## src/rtl/maskio_pkg.sv

```systemverilog
package maskio_pkg;

  // Register byte offsets; the software interface depends on these.
  localparam int unsigned OFS_MASK  = 32'h00;
  localparam int unsigned OFS_PIN   = 32'h04;
  localparam int unsigned OFS_OUT   = 32'h08;
  localparam int unsigned OFS_SET   = 32'h0C;
  localparam int unsigned OFS_CLR   = 32'h10;
  localparam int unsigned OFS_INV   = 32'h14;
  localparam int unsigned OFS_DIR   = 32'h20;
  localparam int unsigned OFS_SENSE = 32'h24;
  localparam int unsigned OFS_BOTH  = 32'h28;
  localparam int unsigned OFS_POL   = 32'h2C;
  localparam int unsigned OFS_EN    = 32'h30;
  localparam int unsigned OFS_RAW   = 32'h34;
  localparam int unsigned OFS_MSKD  = 32'h38;
  localparam int unsigned OFS_ACK   = 32'h3C;

  typedef enum logic [3:0] {
    RD_NONE, RD_MASK, RD_PIN, RD_OUT, RD_DIR, RD_SENSE,
    RD_BOTH, RD_POL, RD_EN, RD_RAW, RD_MSKD
  } rdSel_e;

  typedef struct packed {
    logic   wrMask;
    logic   wrOut;
    logic   wrSet;
    logic   wrClr;
    logic   wrInv;
    logic   wrDir;
    logic   wrSense;
    logic   wrBoth;
    logic   wrPol;
    logic   wrEn;
    logic   wrAck;
    rdSel_e rdSel;
  } ctlStrobe_t;

endpackage

```

## src/rtl/maskio_ctrl.sv

```systemverilog
module maskio_ctrl
  import maskio_pkg::*;
#(
  parameter int ADDR_W = 8
) (
  input  logic              busSel,
  input  logic              busWrite,
  input  logic [ADDR_W-1:0] busAddr,
  output ctlStrobe_t        strobe
);

  localparam logic [ADDR_W-1:0] A_MASK  = ADDR_W'(OFS_MASK);
  localparam logic [ADDR_W-1:0] A_PIN   = ADDR_W'(OFS_PIN);
  localparam logic [ADDR_W-1:0] A_OUT   = ADDR_W'(OFS_OUT);
  localparam logic [ADDR_W-1:0] A_SET   = ADDR_W'(OFS_SET);
  localparam logic [ADDR_W-1:0] A_CLR   = ADDR_W'(OFS_CLR);
  localparam logic [ADDR_W-1:0] A_INV   = ADDR_W'(OFS_INV);
  localparam logic [ADDR_W-1:0] A_DIR   = ADDR_W'(OFS_DIR);
  localparam logic [ADDR_W-1:0] A_SENSE = ADDR_W'(OFS_SENSE);
  localparam logic [ADDR_W-1:0] A_BOTH  = ADDR_W'(OFS_BOTH);
  localparam logic [ADDR_W-1:0] A_POL   = ADDR_W'(OFS_POL);
  localparam logic [ADDR_W-1:0] A_EN    = ADDR_W'(OFS_EN);
  localparam logic [ADDR_W-1:0] A_RAW   = ADDR_W'(OFS_RAW);
  localparam logic [ADDR_W-1:0] A_MSKD  = ADDR_W'(OFS_MSKD);
  localparam logic [ADDR_W-1:0] A_ACK   = ADDR_W'(OFS_ACK);

  wire doWr = busSel & busWrite;
  wire doRd = busSel & ~busWrite;

  // Decode: one write strobe or one read select per access; unmapped -> none.
  always_comb begin
    strobe       = '0;
    strobe.rdSel = RD_NONE;
    case (busAddr)
      A_MASK: begin
        strobe.wrMask = doWr;
        if (doRd) strobe.rdSel = RD_MASK;
      end
      A_PIN: begin
        if (doRd) strobe.rdSel = RD_PIN;
      end
      A_OUT: begin
        strobe.wrOut = doWr;
        if (doRd) strobe.rdSel = RD_OUT;
      end
      A_SET: strobe.wrSet = doWr;
      A_CLR: strobe.wrClr = doWr;
      A_INV: strobe.wrInv = doWr;
      A_DIR: begin
        strobe.wrDir = doWr;
        if (doRd) strobe.rdSel = RD_DIR;
      end
      A_SENSE: begin
        strobe.wrSense = doWr;
        if (doRd) strobe.rdSel = RD_SENSE;
      end
      A_BOTH: begin
        strobe.wrBoth = doWr;
        if (doRd) strobe.rdSel = RD_BOTH;
      end
      A_POL: begin
        strobe.wrPol = doWr;
        if (doRd) strobe.rdSel = RD_POL;
      end
      A_EN: begin
        strobe.wrEn = doWr;
        if (doRd) strobe.rdSel = RD_EN;
      end
      A_RAW: begin
        if (doRd) strobe.rdSel = RD_RAW;
      end
      A_MSKD: begin
        if (doRd) strobe.rdSel = RD_MSKD;
      end
      A_ACK: strobe.wrAck = doWr;
      default: ;
    endcase
  end

endmodule

```

## src/rtl/maskio_irq.sv

```systemverilog
module maskio_irq #(
  parameter int WIDTH = 32
) (
  input  logic             clk,
  input  logic             rstN,
  input  logic [WIDTH-1:0] syncIn,
  input  logic [WIDTH-1:0] senseCfg,
  input  logic [WIDTH-1:0] bothCfg,
  input  logic [WIDTH-1:0] polCfg,
  input  logic [WIDTH-1:0] ackBits,
  output logic [WIDTH-1:0] rawStat
);

  logic [WIDTH-1:0] prevIn;
  logic [WIDTH-1:0] edgeLatch;

  always_ff @(posedge clk or negedge rstN) begin
    if (!rstN) prevIn <= '0;
    else       prevIn <= syncIn;
  end

  for (genvar i = 0; i < WIDTH; i++) begin : g_bit
    logic riseHit;
    logic fallHit;
    logic edgeHit;
    logic levelHit;
    logic latchQ;

    assign riseHit  = syncIn[i] & ~prevIn[i];
    assign fallHit  = ~syncIn[i] & prevIn[i];
    assign edgeHit  = bothCfg[i] ? (riseHit | fallHit)
                                 : (polCfg[i] ? riseHit : fallHit);
    assign levelHit = polCfg[i] ? syncIn[i] : ~syncIn[i];

    // A fresh edge wins over a clear arriving in the same cycle.
    always_ff @(posedge clk or negedge rstN) begin
      if (!rstN) latchQ <= 1'b0;
      else       latchQ <= (latchQ & ~ackBits[i]) | (edgeHit & ~senseCfg[i]);
    end

    assign edgeLatch[i] = latchQ;
    assign rawStat[i]   = senseCfg[i] ? levelHit : latchQ;
  end

  // a latched edge bit can only drop after a clear of that bit.
  a_r8_edge_sticky: assert property (@(posedge clk) disable iff (!rstN)
    (($past(edgeLatch) & ~$past(ackBits) & ~edgeLatch) == '0));

endmodule

```

## src/rtl/maskio_dp.sv

```systemverilog
module maskio_dp
  import maskio_pkg::*;
#(
  parameter int WIDTH = 32
) (
  input  logic             clk,
  input  logic             rstN,
  input  ctlStrobe_t       strobe,
  input  logic [WIDTH-1:0] busWdata,
  output logic [WIDTH-1:0] busRdata,
  input  logic [WIDTH-1:0] pinIn,
  output logic [WIDTH-1:0] pinOut,
  output logic [WIDTH-1:0] pinOe,
  output logic             irqOut
);

  logic [WIDTH-1:0] accMask;
  logic [WIDTH-1:0] outLatch;
  logic [WIDTH-1:0] dirReg;
  logic [WIDTH-1:0] senseReg;
  logic [WIDTH-1:0] bothReg;
  logic [WIDTH-1:0] polReg;
  logic [WIDTH-1:0] enReg;
  logic [WIDTH-1:0] syncA;
  logic [WIDTH-1:0] syncB;
  logic [WIDTH-1:0] rawStat;
  logic [WIDTH-1:0] mskdStat;
  logic [WIDTH-1:0] openBits;
  logic [WIDTH-1:0] ackBits;

  // Two-flop synchronizer on the pins.
  always_ff @(posedge clk or negedge rstN) begin
    if (!rstN) begin
      syncA <= '0;
      syncB <= '0;
    end else begin
      syncA <= pinIn;
      syncB <= syncA;
    end
  end

  assign openBits = busWdata & ~accMask;

  always_ff @(posedge clk or negedge rstN) begin
    if (!rstN)               outLatch <= '0;
    else if (strobe.wrOut)   outLatch <= (outLatch & accMask) | openBits;
    else if (strobe.wrSet)   outLatch <= outLatch | openBits;
    else if (strobe.wrClr)   outLatch <= outLatch & ~openBits;
    else if (strobe.wrInv)   outLatch <= outLatch ^ openBits;
  end

  always_ff @(posedge clk or negedge rstN) begin
    if (!rstN) begin
      accMask  <= '0;
      dirReg   <= '0;
      senseReg <= '0;
      bothReg  <= '0;
      polReg   <= '0;
      enReg    <= '0;
    end else begin
      if (strobe.wrMask)  accMask  <= busWdata;
      if (strobe.wrDir)   dirReg   <= busWdata;
      if (strobe.wrSense) senseReg <= busWdata;
      if (strobe.wrBoth)  bothReg  <= busWdata;
      if (strobe.wrPol)   polReg   <= busWdata;
      if (strobe.wrEn)    enReg    <= busWdata;
    end
  end

  assign ackBits = strobe.wrAck ? busWdata : '0;

  maskio_irq #(.WIDTH(WIDTH)) u_irq (
    .clk      (clk),
    .rstN     (rstN),
    .syncIn   (syncB),
    .senseCfg (senseReg),
    .bothCfg  (bothReg),
    .polCfg   (polReg),
    .ackBits  (ackBits),
    .rawStat  (rawStat)
  );

  assign mskdStat = rawStat & enReg;
  assign irqOut   = |mskdStat;
  assign pinOut   = outLatch;
  assign pinOe    = dirReg;

  always_comb begin
    case (strobe.rdSel)
      RD_MASK:  busRdata = accMask;
      RD_PIN:   busRdata = syncB & ~accMask;
      RD_OUT:   busRdata = outLatch & ~accMask;
      RD_DIR:   busRdata = dirReg;
      RD_SENSE: busRdata = senseReg;
      RD_BOTH:  busRdata = bothReg;
      RD_POL:   busRdata = polReg;
      RD_EN:    busRdata = enReg;
      RD_RAW:   busRdata = rawStat;
      RD_MSKD:  busRdata = mskdStat;
      default:  busRdata = '0;
    endcase
  end

  // a masked latch bit never moves.
  a_r2_masked_hold: assert property (@(posedge clk) disable iff (!rstN)
    (strobe.wrOut | strobe.wrSet | strobe.wrClr | strobe.wrInv) |=>
      (((pinOut ^ $past(pinOut)) & $past(accMask)) == '0));

  // every unmasked bit written as 1 to the set offset ends up high.
  a_r3_set_high: assert property (@(posedge clk) disable iff (!rstN)
    strobe.wrSet |=>
      ((pinOut & $past(busWdata & ~accMask)) == $past(busWdata & ~accMask)));

  // masked bits read as zero on the pin and latch readback.
  a_r4_masked_read_zero: assert property (@(posedge clk) disable iff (!rstN)
    ((strobe.rdSel == RD_PIN) || (strobe.rdSel == RD_OUT)) |->
      ((busRdata & accMask) == '0));

  // a direction write shows up on the enables one cycle later.
  a_r6_dir_to_oe: assert property (@(posedge clk) disable iff (!rstN)
    strobe.wrDir |=> (pinOe == $past(busWdata)));

  // no interrupt while every enable bit is off.
  a_r10_quiet_disabled: assert property (@(posedge clk) disable iff (!rstN)
    (enReg == '0) |-> !irqOut);

endmodule

```

## src/rtl/maskio_port.sv

```systemverilog
module maskio_port
  import maskio_pkg::*;
#(
  parameter int WIDTH  = 32,
  parameter int ADDR_W = 8
) (
  input  logic              clk,
  input  logic              rstN,
  input  logic              busSel,
  input  logic              busWrite,
  input  logic [ADDR_W-1:0] busAddr,
  input  logic [WIDTH-1:0]  busWdata,
  output logic [WIDTH-1:0]  busRdata,
  input  logic [WIDTH-1:0]  pinIn,
  output logic [WIDTH-1:0]  pinOut,
  output logic [WIDTH-1:0]  pinOe,
  output logic              irqOut
);

  ctlStrobe_t strobe;

  maskio_ctrl #(.ADDR_W(ADDR_W)) u_ctrl (
    .busSel   (busSel),
    .busWrite (busWrite),
    .busAddr  (busAddr),
    .strobe   (strobe)
  );

  maskio_dp #(.WIDTH(WIDTH)) u_dp (
    .clk      (clk),
    .rstN     (rstN),
    .strobe   (strobe),
    .busWdata (busWdata),
    .busRdata (busRdata),
    .pinIn    (pinIn),
    .pinOut   (pinOut),
    .pinOe    (pinOe),
    .irqOut   (irqOut)
  );

  // at most one register write strobe per access.
  a_r11_single_strobe: assert property (@(posedge clk) disable iff (!rstN)
    $onehot0({strobe.wrMask, strobe.wrOut, strobe.wrSet, strobe.wrClr,
              strobe.wrInv, strobe.wrDir, strobe.wrSense, strobe.wrBoth,
              strobe.wrPol, strobe.wrEn, strobe.wrAck}));

endmodule

```

## config.mk

```make
export PLATFORM = sky130hd
export DESIGN_NAME = maskio_port
export DESIGN_NICKNAME = d
export VERILOG_FILES = /design/src/rtl/maskio_pkg.sv /design/src/rtl/maskio_ctrl.sv /design/src/rtl/maskio_irq.sv /design/src/rtl/maskio_dp.sv /design/src/rtl/maskio_port.sv
export SDC_FILE = /design/constraint.sdc
export NUM_CORES = 1
export LEC_CHECK = 0
export BUFFER_PORTS_ARGS = -buffer_cell sky130_fd_sc_hd__clkbuf_2
export CAP_MARGIN = 25
export CORE_UTILIZATION = 45
export DETAILED_ROUTE_END_ITERATION = 12
export PLACE_DENSITY = 0.68
export SLEW_MARGIN = 20
export SYNTH_ARGS = -nofsm -noshare
export SYNTH_HDL_FRONTEND = slang
export SYNTH_SLANG_ARGS = --single-unit
```

## constraint.sdc

```tcl
create_clock -name clk -period 2.65 [get_ports clk]
set_clock_uncertainty 0.2 [all_clocks]
set_input_delay 0.53 -clock clk [delete_from_list [all_inputs] [get_ports clk]]
set_output_delay 0.53 -clock clk [all_outputs]
set_load 0.03 [all_outputs]
```

==> results of run 1 <==
[through the flow]
| stage | util | TNS [ns] |
|---|---|---|
| 5_1_grt | 0.622 | -20.25 |
| 2_1_floorplan | - | -10.25 |
| 4_1_cts | 0.617 | -19.91 |
| 3_3_place_gp | 0.550 | -24.89 |
| 6_report | 0.622 | -18.78 |
| 3_5_place_dp | 0.550 | -28.02 |
[per-layer routing]
layer | track usage | vias to the layer above
met5 | 0 | -
met4 | 0.155 | 0
met3 | 0.0603 | 200
met2 | 0.470 | 770
met1 | 0.411 | 8455
li1 | - | 7550
[report_power, final]
group | total, mW | switching, mW | internal, mW
combinational | 1.86 | 1.07 | 0.783
sequential | 5.86 | 0.255 | 5.60
clock | 5.56 | 2.26 | 3.29
total | 13.3 | 3.59 | 9.68
[state kept, by name, summed over array words and instances (netlist names), named ones only]
signal	flops
u_dp.accMask	32
u_dp.bothReg	32
u_dp.enReg	32
u_dp.pinOe	32
u_dp.polReg	32
u_dp.senseReg	32
u_dp.syncA	32
u_dp.syncB	32
u_dp.u_irq.g_bit.latchQ	32
u_dp.u_irq.prevIn	32
[path summary, 6_finish.rpt]
check                      depth (start not counted)                          from                               endpoint
max                                                8   u_dp.polReg[17]$_DFFE_PN0P_                                 irqOut
min                                                2                   busWdata[7]            u_dp.bothReg[7]$_DFFE_PN0P_
max reg2reg                                        6  u_dp.accMask[27]$_DFFE_PN0P_                                   flop
min reg2reg                                        0       u_dp.syncA[0]$_DFF_PN0_                u_dp.syncB[0]$_DFF_PN0_
max in group asynchronous                          3                          rstN  u_dp.u_irq.g_bit[12].latchQ$_DFF_PN0_
min in group asynchronous                          2                          rstN               u_dp.syncA[26]$_DFF_PN0_
[repair_timing]
item,in CTS,in global routing
setup buffers,32,8
endpoints found under the setup margin,33,33
resized for setup,177,89
pin swaps,73,48
hold buffers,33,0
gates cloned,10,0
endpoints found under the hold margin,86,0
[worst max-delay path, delay by kind of cell, from the launching register on]
kind            cells  cell delay, ns
xor+xnor            1            0.14
simple gates        1            0.49
compound gates      3            0.64
buf+inv             2            0.34
mux                 1            0.26
flops               1            0.40
[cells by family (layout without fill, tap and decap cells)]
logic type,after synthesis,in the layout
and+or+nand+nor,436,438
AOI/OAI and AO/OA,387,387
DFF,352,352
muxes,309,309
buffers and inverters,200,702
adders and majority gates,128,128
xor gates and xnor gates,33,33
other,0,1
[area by class of cell]
cell class                 instances  area share
multi-input combinational       1295       0.401
sequential                       352       0.335
timing repair buffer             527       0.172
clock buffer                      60      0.0467
tap                              577      0.0274
inverter                         107      0.0153
clock inverter                     8     0.00276
antenna                            1   0.0000950
[cells in the final DEF, fill, tap and decap left out, types with 33 or more instances in the layout]
master         instances
dfrtp_1              351
clkbuf_16             43
a21oi_1               82
buf_4                258
buf_6                 43
clkbuf_2             131
dlygate4sd3_1         33
nand2b_1              41
ha_1                 128
nand2_1              229
nor2_1                34
inv_1                107
mux2_2               232
mux2i_1               57
o21ai_0              105
==> key figures, run 1 <==
Setup path
  • Max stage delay cell, worst path: or4_4
  • List of cells traversed by the critical path: xnor2_1, mux2i_1, o22ai_1, a211oi_2, buf_4, o2111ai_1, or4_4, buf_8
  • Crit end category: output port
  • Slowest stage delay, CP: 0.49 ns
  • Worst Path Max Fanout: 2
  • Worst endpoint required time: 1.92 ns
  • CP startpoint kind: flop
  • R2R setup slack: 0.90 ns
  • Worst path arrival time: 2.86 ns
  • Type of the worst setup path: reg -> out

Route
  • Vias: 17000
  • Met1 WL: 28700 um
  • Routed via count divided by cell count: 5.80
  • Detailed Routing Iterations Pass 1: 7
  • Uppermost layer routed: met4
  • Drc violations: 0
  • Sum of met3 wire segment lengths after detailed routing: 5190 um
  • Total length of routed wires: 67200 um
  • DRC violation total after the first TritonRoute iteration: 1779
  • Post-detailed-route count of antenna-violating nets: 0
  • Sum of met2 wire segment lengths after detailed routing: 29800 um
  • Avg WL per Cell: 22.9 um

Logic synthesis
  • Top cell types by occurrence after synthesis: dfrtp_1, nand2_1, mux2_2, ha_1, o21ai_0
  • Share of cell area taken by muxes after synthesis: 0.174
  • Most frequent cell after synthesis: dfrtp_1
  • Synth warnings: 0
  • Seq/Total Area, Yosys: 0.452
  • Number of flops mapped to enable cells by yosys: 0
  • Fraction of the mapped netlist area in compound gates: 0.127
  • Proportion of register bits with asynchronous set or reset after synthesis: 1.00
  • Post-synthesis cell type count: 74
  • Net count of the mapped netlist: 2049
  • Synth Area per Inst: 10.6 um^2
  • Number of instances in the synthesized netlist: 1845
  • Arithmetic-cell share of the synthesized area counting full adders, half adders and majority gates: 0.0822
  • Yosys top cell area share: 0.452
  • Top area cells in the synthesized netlist: dfrtp_1, mux2_2, ha_1
  • Dominant cell type by area after synthesis: dfrtp_1
  • Mapped cell area: 19500 um^2
  • Simple-gate share of the synthesized area: 0.107
  • Main combinational cell family by area after synthesis: multiplexers
  • Yosys reg bits: 352
  • Dominant synthesized flop cell: dfrtp_1
  • Post-synthesis xor/xnor area fraction: 0.0148

Global routing
  • All-Layer GR Usage: 0.306
  • Number of global-route vias before repair: 17300
  • Global-route wire length before repair: 102000 um
  • Largest net degree at the start of global routing: 64
  • Total global routing overflow: 0
  • Initial antenna violation count: 1

Clocking
  • Clock tree from TritonCTS: built
  • Clk sinks: 352
  • Maximum clock insertion buffer count: 3
  • Clock edge transition at the registers on the reported setup and hold paths: 0.06 ns
  • Clock Latency Late Sink: 0.57 ns
  • Inserted Clock Buffers: 41
  • Htree depth: 2
  • Root cell of the clock tree: clkbuf_16

Die
  • Height of the die: 210 um
  • Number of top-level design ports: 173
  • Num rows: 75
  • Area inside the core boundary: 42300 um^2
  • DIE AREA: 44100 um^2
  • Effective utilization at floorplan: 0.460
  • X dimension of the die: 210 um

STA
  • Max Slew Vio Count: 0
  • Setup repair after global routing missed its margin: yes
  • Least setup slack across all paths after layout: -0.937 ns
  • Maximum clock frequency: 0.279 GHz
  • Tightest slew margin relative to the limit: 0.625
  • Post-route minimum period: 3.59 ns
  • Final setup vio count: 33
  • Worst slack on hold paths: 0.119 ns
  • Least-Margin Pin Slew: 0.562 ns
  • Final period util: 1.35
  • Final hold violations: 0

Place
  • Instance area at placement: 23300 um^2
  • Placer's final routability congestion estimate: 0.991
  • Pre-CTS setup slack: -0.722 ns
  • Count of port buffers added during placement: 172
  • Number of cells in the design after placement: 2782
  • Half-perimeter wire length after detailed placement: 47400 um

Pwr
  • LEAKAGE: 12.8 nW
  • Worst IR Drop VDD: 0.438 mV
  • Power after layout: 13.3 mW
  • Pwr per Cell Area: 504 nW/um^2

Layout
  • Area growth from synthesis to final layout: 35.1%
  • Sequential cell area: 8810 um^2
  • Multi-input gate area: 10600 um^2
  • Proportion of layout cells with a drive suffix above 1: 0.390
  • Count of non-filler cells in the finished layout: 2927
  • # nets final: 2528
  • Filler Cell Count: 3362
  • Non-Filler Cell Area, Final: 26300 um^2

Run status
  • Failing checks: negative setup slack
  • Run status: finished, violations left

Hold path
  • Worst hold path class: in -> reg

Flow run
  • Number of max-capacitance violations reported: 0
Note: power is estimated with default switching activity, not from simulation.
==> run 2, diff against run 1 <==
--- a/config.mk
+++ b/config.mk
@@ -5,6 +5,7 @@
 export SDC_FILE = /design/constraint.sdc
 export NUM_CORES = 1
 export LEC_CHECK = 0
+export ABC_AREA = 1
 export BUFFER_PORTS_ARGS = -buffer_cell sky130_fd_sc_hd__clkbuf_2
 export CAP_MARGIN = 25
 export CORE_UTILIZATION = 45
==> run 2 against run 1 <==
  * The run still ends with negative setup slack left
  * Global-route usage down 0.18 points
  * Worst hold slack better by 0.029 ns
  * Die area about the same
  * Design area down 3.4%
  * Area after synthesis down 0.10%
  * Cell count up 16%
  * Via count up 13%
==> key figures, run 2 <==
STA
  • Least-Margin Pin Slew: 0.647 ns
  • Final period util: 1.19
  • Post-route minimum period: 3.15 ns
  • Tightest slew margin relative to the limit: 0.569
  • Least setup slack across all paths after layout: -0.497 ns
  • Final hold violations: 0
  • Final setup vio count: 33
  • Setup repair after global routing missed its margin: yes
  • Maximum clock frequency: 0.318 GHz
  • Max Slew Vio Count: 0

Route
  • Post-detailed-route count of antenna-violating nets: 0
  • Avg WL per Cell: 20.0 um
  • Detailed Routing Iterations Pass 1: 6
  • Routed via count divided by cell count: 5.62
  • Drc violations: 0
  • Vias: 19100
  • DRC violation total after the first TritonRoute iteration: 2069
  • Total length of routed wires: 67900 um

Clocking
  • Htree depth: 2
  • Maximum clock insertion buffer count: 3
  • Clock Latency Late Sink: 0.57 ns
  • Clock edge transition at the registers on the reported setup and hold paths: 0.06 ns
  • Root cell of the clock tree: clkbuf_16
  • Inserted Clock Buffers: 40
  • Clock tree from TritonCTS: built
  • Clk sinks: 352

Flow run
  • Number of max-capacitance violations reported: 0

Logic synthesis
  • Top cell types by occurrence after synthesis: nand2_1, o21ai_0, dfrtp_1, inv_1, nor2_1
  • Yosys reg bits: 352
  • Dominant cell type by area after synthesis: dfrtp_1
  • Net count of the mapped netlist: 2688
  • Post-synthesis cell type count: 32
  • Mapped cell area: 19500 um^2
  • Number of instances in the synthesized netlist: 2484
  • Seq/Total Area, Yosys: 0.452
  • Yosys top cell area share: 0.452
  • Proportion of register bits with asynchronous set or reset after synthesis: 1.00
  • Top area cells in the synthesized netlist: dfrtp_1, nand2_1, o21ai_0
  • Number of flops mapped to enable cells by yosys: 0
  • Synth warnings: 0
  • Dominant synthesized flop cell: dfrtp_1
  • Most frequent cell after synthesis: nand2_1
  • Synth Area per Inst: 7.84 um^2

Global routing
  • All-Layer GR Usage: 0.304
  • Total global routing overflow: 0
  • Number of global-route vias before repair: 18600
  • Global-route wire length before repair: 103000 um
  • Largest net degree at the start of global routing: 88
  • Initial antenna violation count: 0

Die
  • Area inside the core boundary: 42300 um^2
  • Height of the die: 210 um
  • DIE AREA: 44100 um^2
  • X dimension of the die: 210 um
  • Effective utilization at floorplan: 0.460
  • Number of top-level design ports: 173
  • Num rows: 75

Layout
  • Count of non-filler cells in the finished layout: 3397
  • # nets final: 2995
  • Most frequent cells in the layout: nand2_1, dfrtp_1, o21ai_0, inv_1, nor2_1
  • Area growth from synthesis to final layout: 30.7%
  • Leading cell type in the layout, fill and taps excluded: nand2_1
  • Filler Cell Count: 3550
  • Diode count: 0
  • Core occupancy in the finished layout: 0.601
  • Proportion of layout cells with a drive suffix above 1: 0.214

Setup path
  • Max stage delay cell, worst path: nor2_4
  • Worst path arrival time: 2.42 ns
  • List of cells traversed by the critical path: clkbuf_2, nor2_4, nand2_4, nand2_1, nand2_2, nand3_4, nand2_8, buf_4, nand3_4, buf_4, buf_6, o21ai_2, nor2_1, nand3_2, clkbuf_8
  • Crit end category: output port
  • Worst endpoint required time: 1.92 ns
  • Type of the worst setup path: in -> out
  • CP startpoint kind: input port
  • Worst Path Max Fanout: 7
  • Slowest stage delay, CP: 0.24 ns

Pwr
  • LEAKAGE: 12.6 nW
  • Worst IR Drop VDD: 0.365 mV
  • Pwr per Cell Area: 499 nW/um^2
  • Power after layout: 12.7 mW

Place
  • Number of cells in the design after placement: 3257
  • Count of port buffers added during placement: 172
  • Placer's final routability congestion estimate: 0.900
  • Half-perimeter wire length after detailed placement: 43400 um

Run status
  • Failing checks: negative setup slack
  • Run status: finished, violations left

Hold path
  • Worst hold path class: reg -> reg
run 2: layout make-up:
| class | count | area [um^2] | area share |
|---|---|---|---|
| multi-input cells | 1756 | 9960 | 0.391 |
| flip-flops and latches | 352 | 8810 | 0.346 |
| repair buffers | 382 | 3680 | 0.145 |
| clock buffers | 57 | 1150 | 0.0454 |
| inverters | 259 | 988 | 0.0389 |
| well taps | 577 | 722 | 0.0284 |
| clock inverters | 14 | 118 | 0.00462 |
run 2: what timing repair did:
item,CTS,global route
hold buffers,33,0
buffers inserted,15,16
resized for setup,183,142
gates cloned,5,2
setup endpoints to repair,33,33
pin swaps,31,37
endpoints found under the hold margin,79,0
run 2: cell families (layout without fill, tap and decap cells):
logic type | after synthesis | after routing | synth area share
XOR/XNOR | 32 | 32 | 0.0144
AND/OR/NAND/NOR | 1042 | 1042 | 0.225
AO/OA/AOI/OAI | 554 | 554 | 0.148
flip-flops | 352 | 352 | 0.452
buffers and inverters | 376 | 712 | 0.0777
adder cells (fa/ha/maj) | 128 | 128 | 0.0823
run 2: path summary, 6_finish.rpt:
check	startpoint	endpoint	slack, ns	cells past startpoint
worst min register to register	u_dp.syncA[27]$_DFF_PN0_	u_dp.syncB[27]$_DFF_PN0_	0.15	0
max in group asynchronous	rstN	u_dp.syncB[10]$_DFF_PN0_	1.18	3
worst max register to register	u_dp.accMask[28]$_DFFE_PN0P_	flop	0.89	7
min in group asynchronous	rstN	u_dp.syncA[2]$_DFF_PN0_	0.35	2
worst min-delay path	u_dp.syncA[27]$_DFF_PN0_	u_dp.syncB[27]$_DFF_PN0_	0.15	0
worst max-delay path	busAddr[1]	busRdata[18]	-0.50	15
run 2: layer usage:
layer,part of all wire,vias to the layer above,track usage
met4,0.052,0,0.170
met3,0.093,226,0.0550
li1,-,8750,-
met2,0.46,968,0.484
met5,0,-,0
met1,0.39,9163,0.393
run 2: critical path: cells and delay by family:
kind,cells,cell delay [ns]
AND/OR/NAND/NOR,9,1.18
buffers and inverters,5,0.67
AO/OA/AOI/OAI,1,0.04
run 2: stage by stage:
step | setup TNS [ns] | setup slack (ns) | cell area, um^2 | hold slack [ns]
after floorplan | 0 | 0.00975 | 19600 | 0.0344
after global routing | -15.87 | -0.546 | 25400 | 0.153
after CTS | -11.08 | -0.411 | 24900 | 0.132
after detailed placement | -13.94 | -0.551 | 22300 | 0.135
final | -13.33 | -0.497 | 25400 | 0.148
after global placement | -13.34 | -0.537 | 22300 | 0.132
run 2: power by group:
part	switching (mW)	leakage, nW	internal, mW
clock	2.33	0.624	3.14
sequential	0.221	4.49	5.58
combinational	0.891	7.49	0.525
total	3.44	12.6	9.24
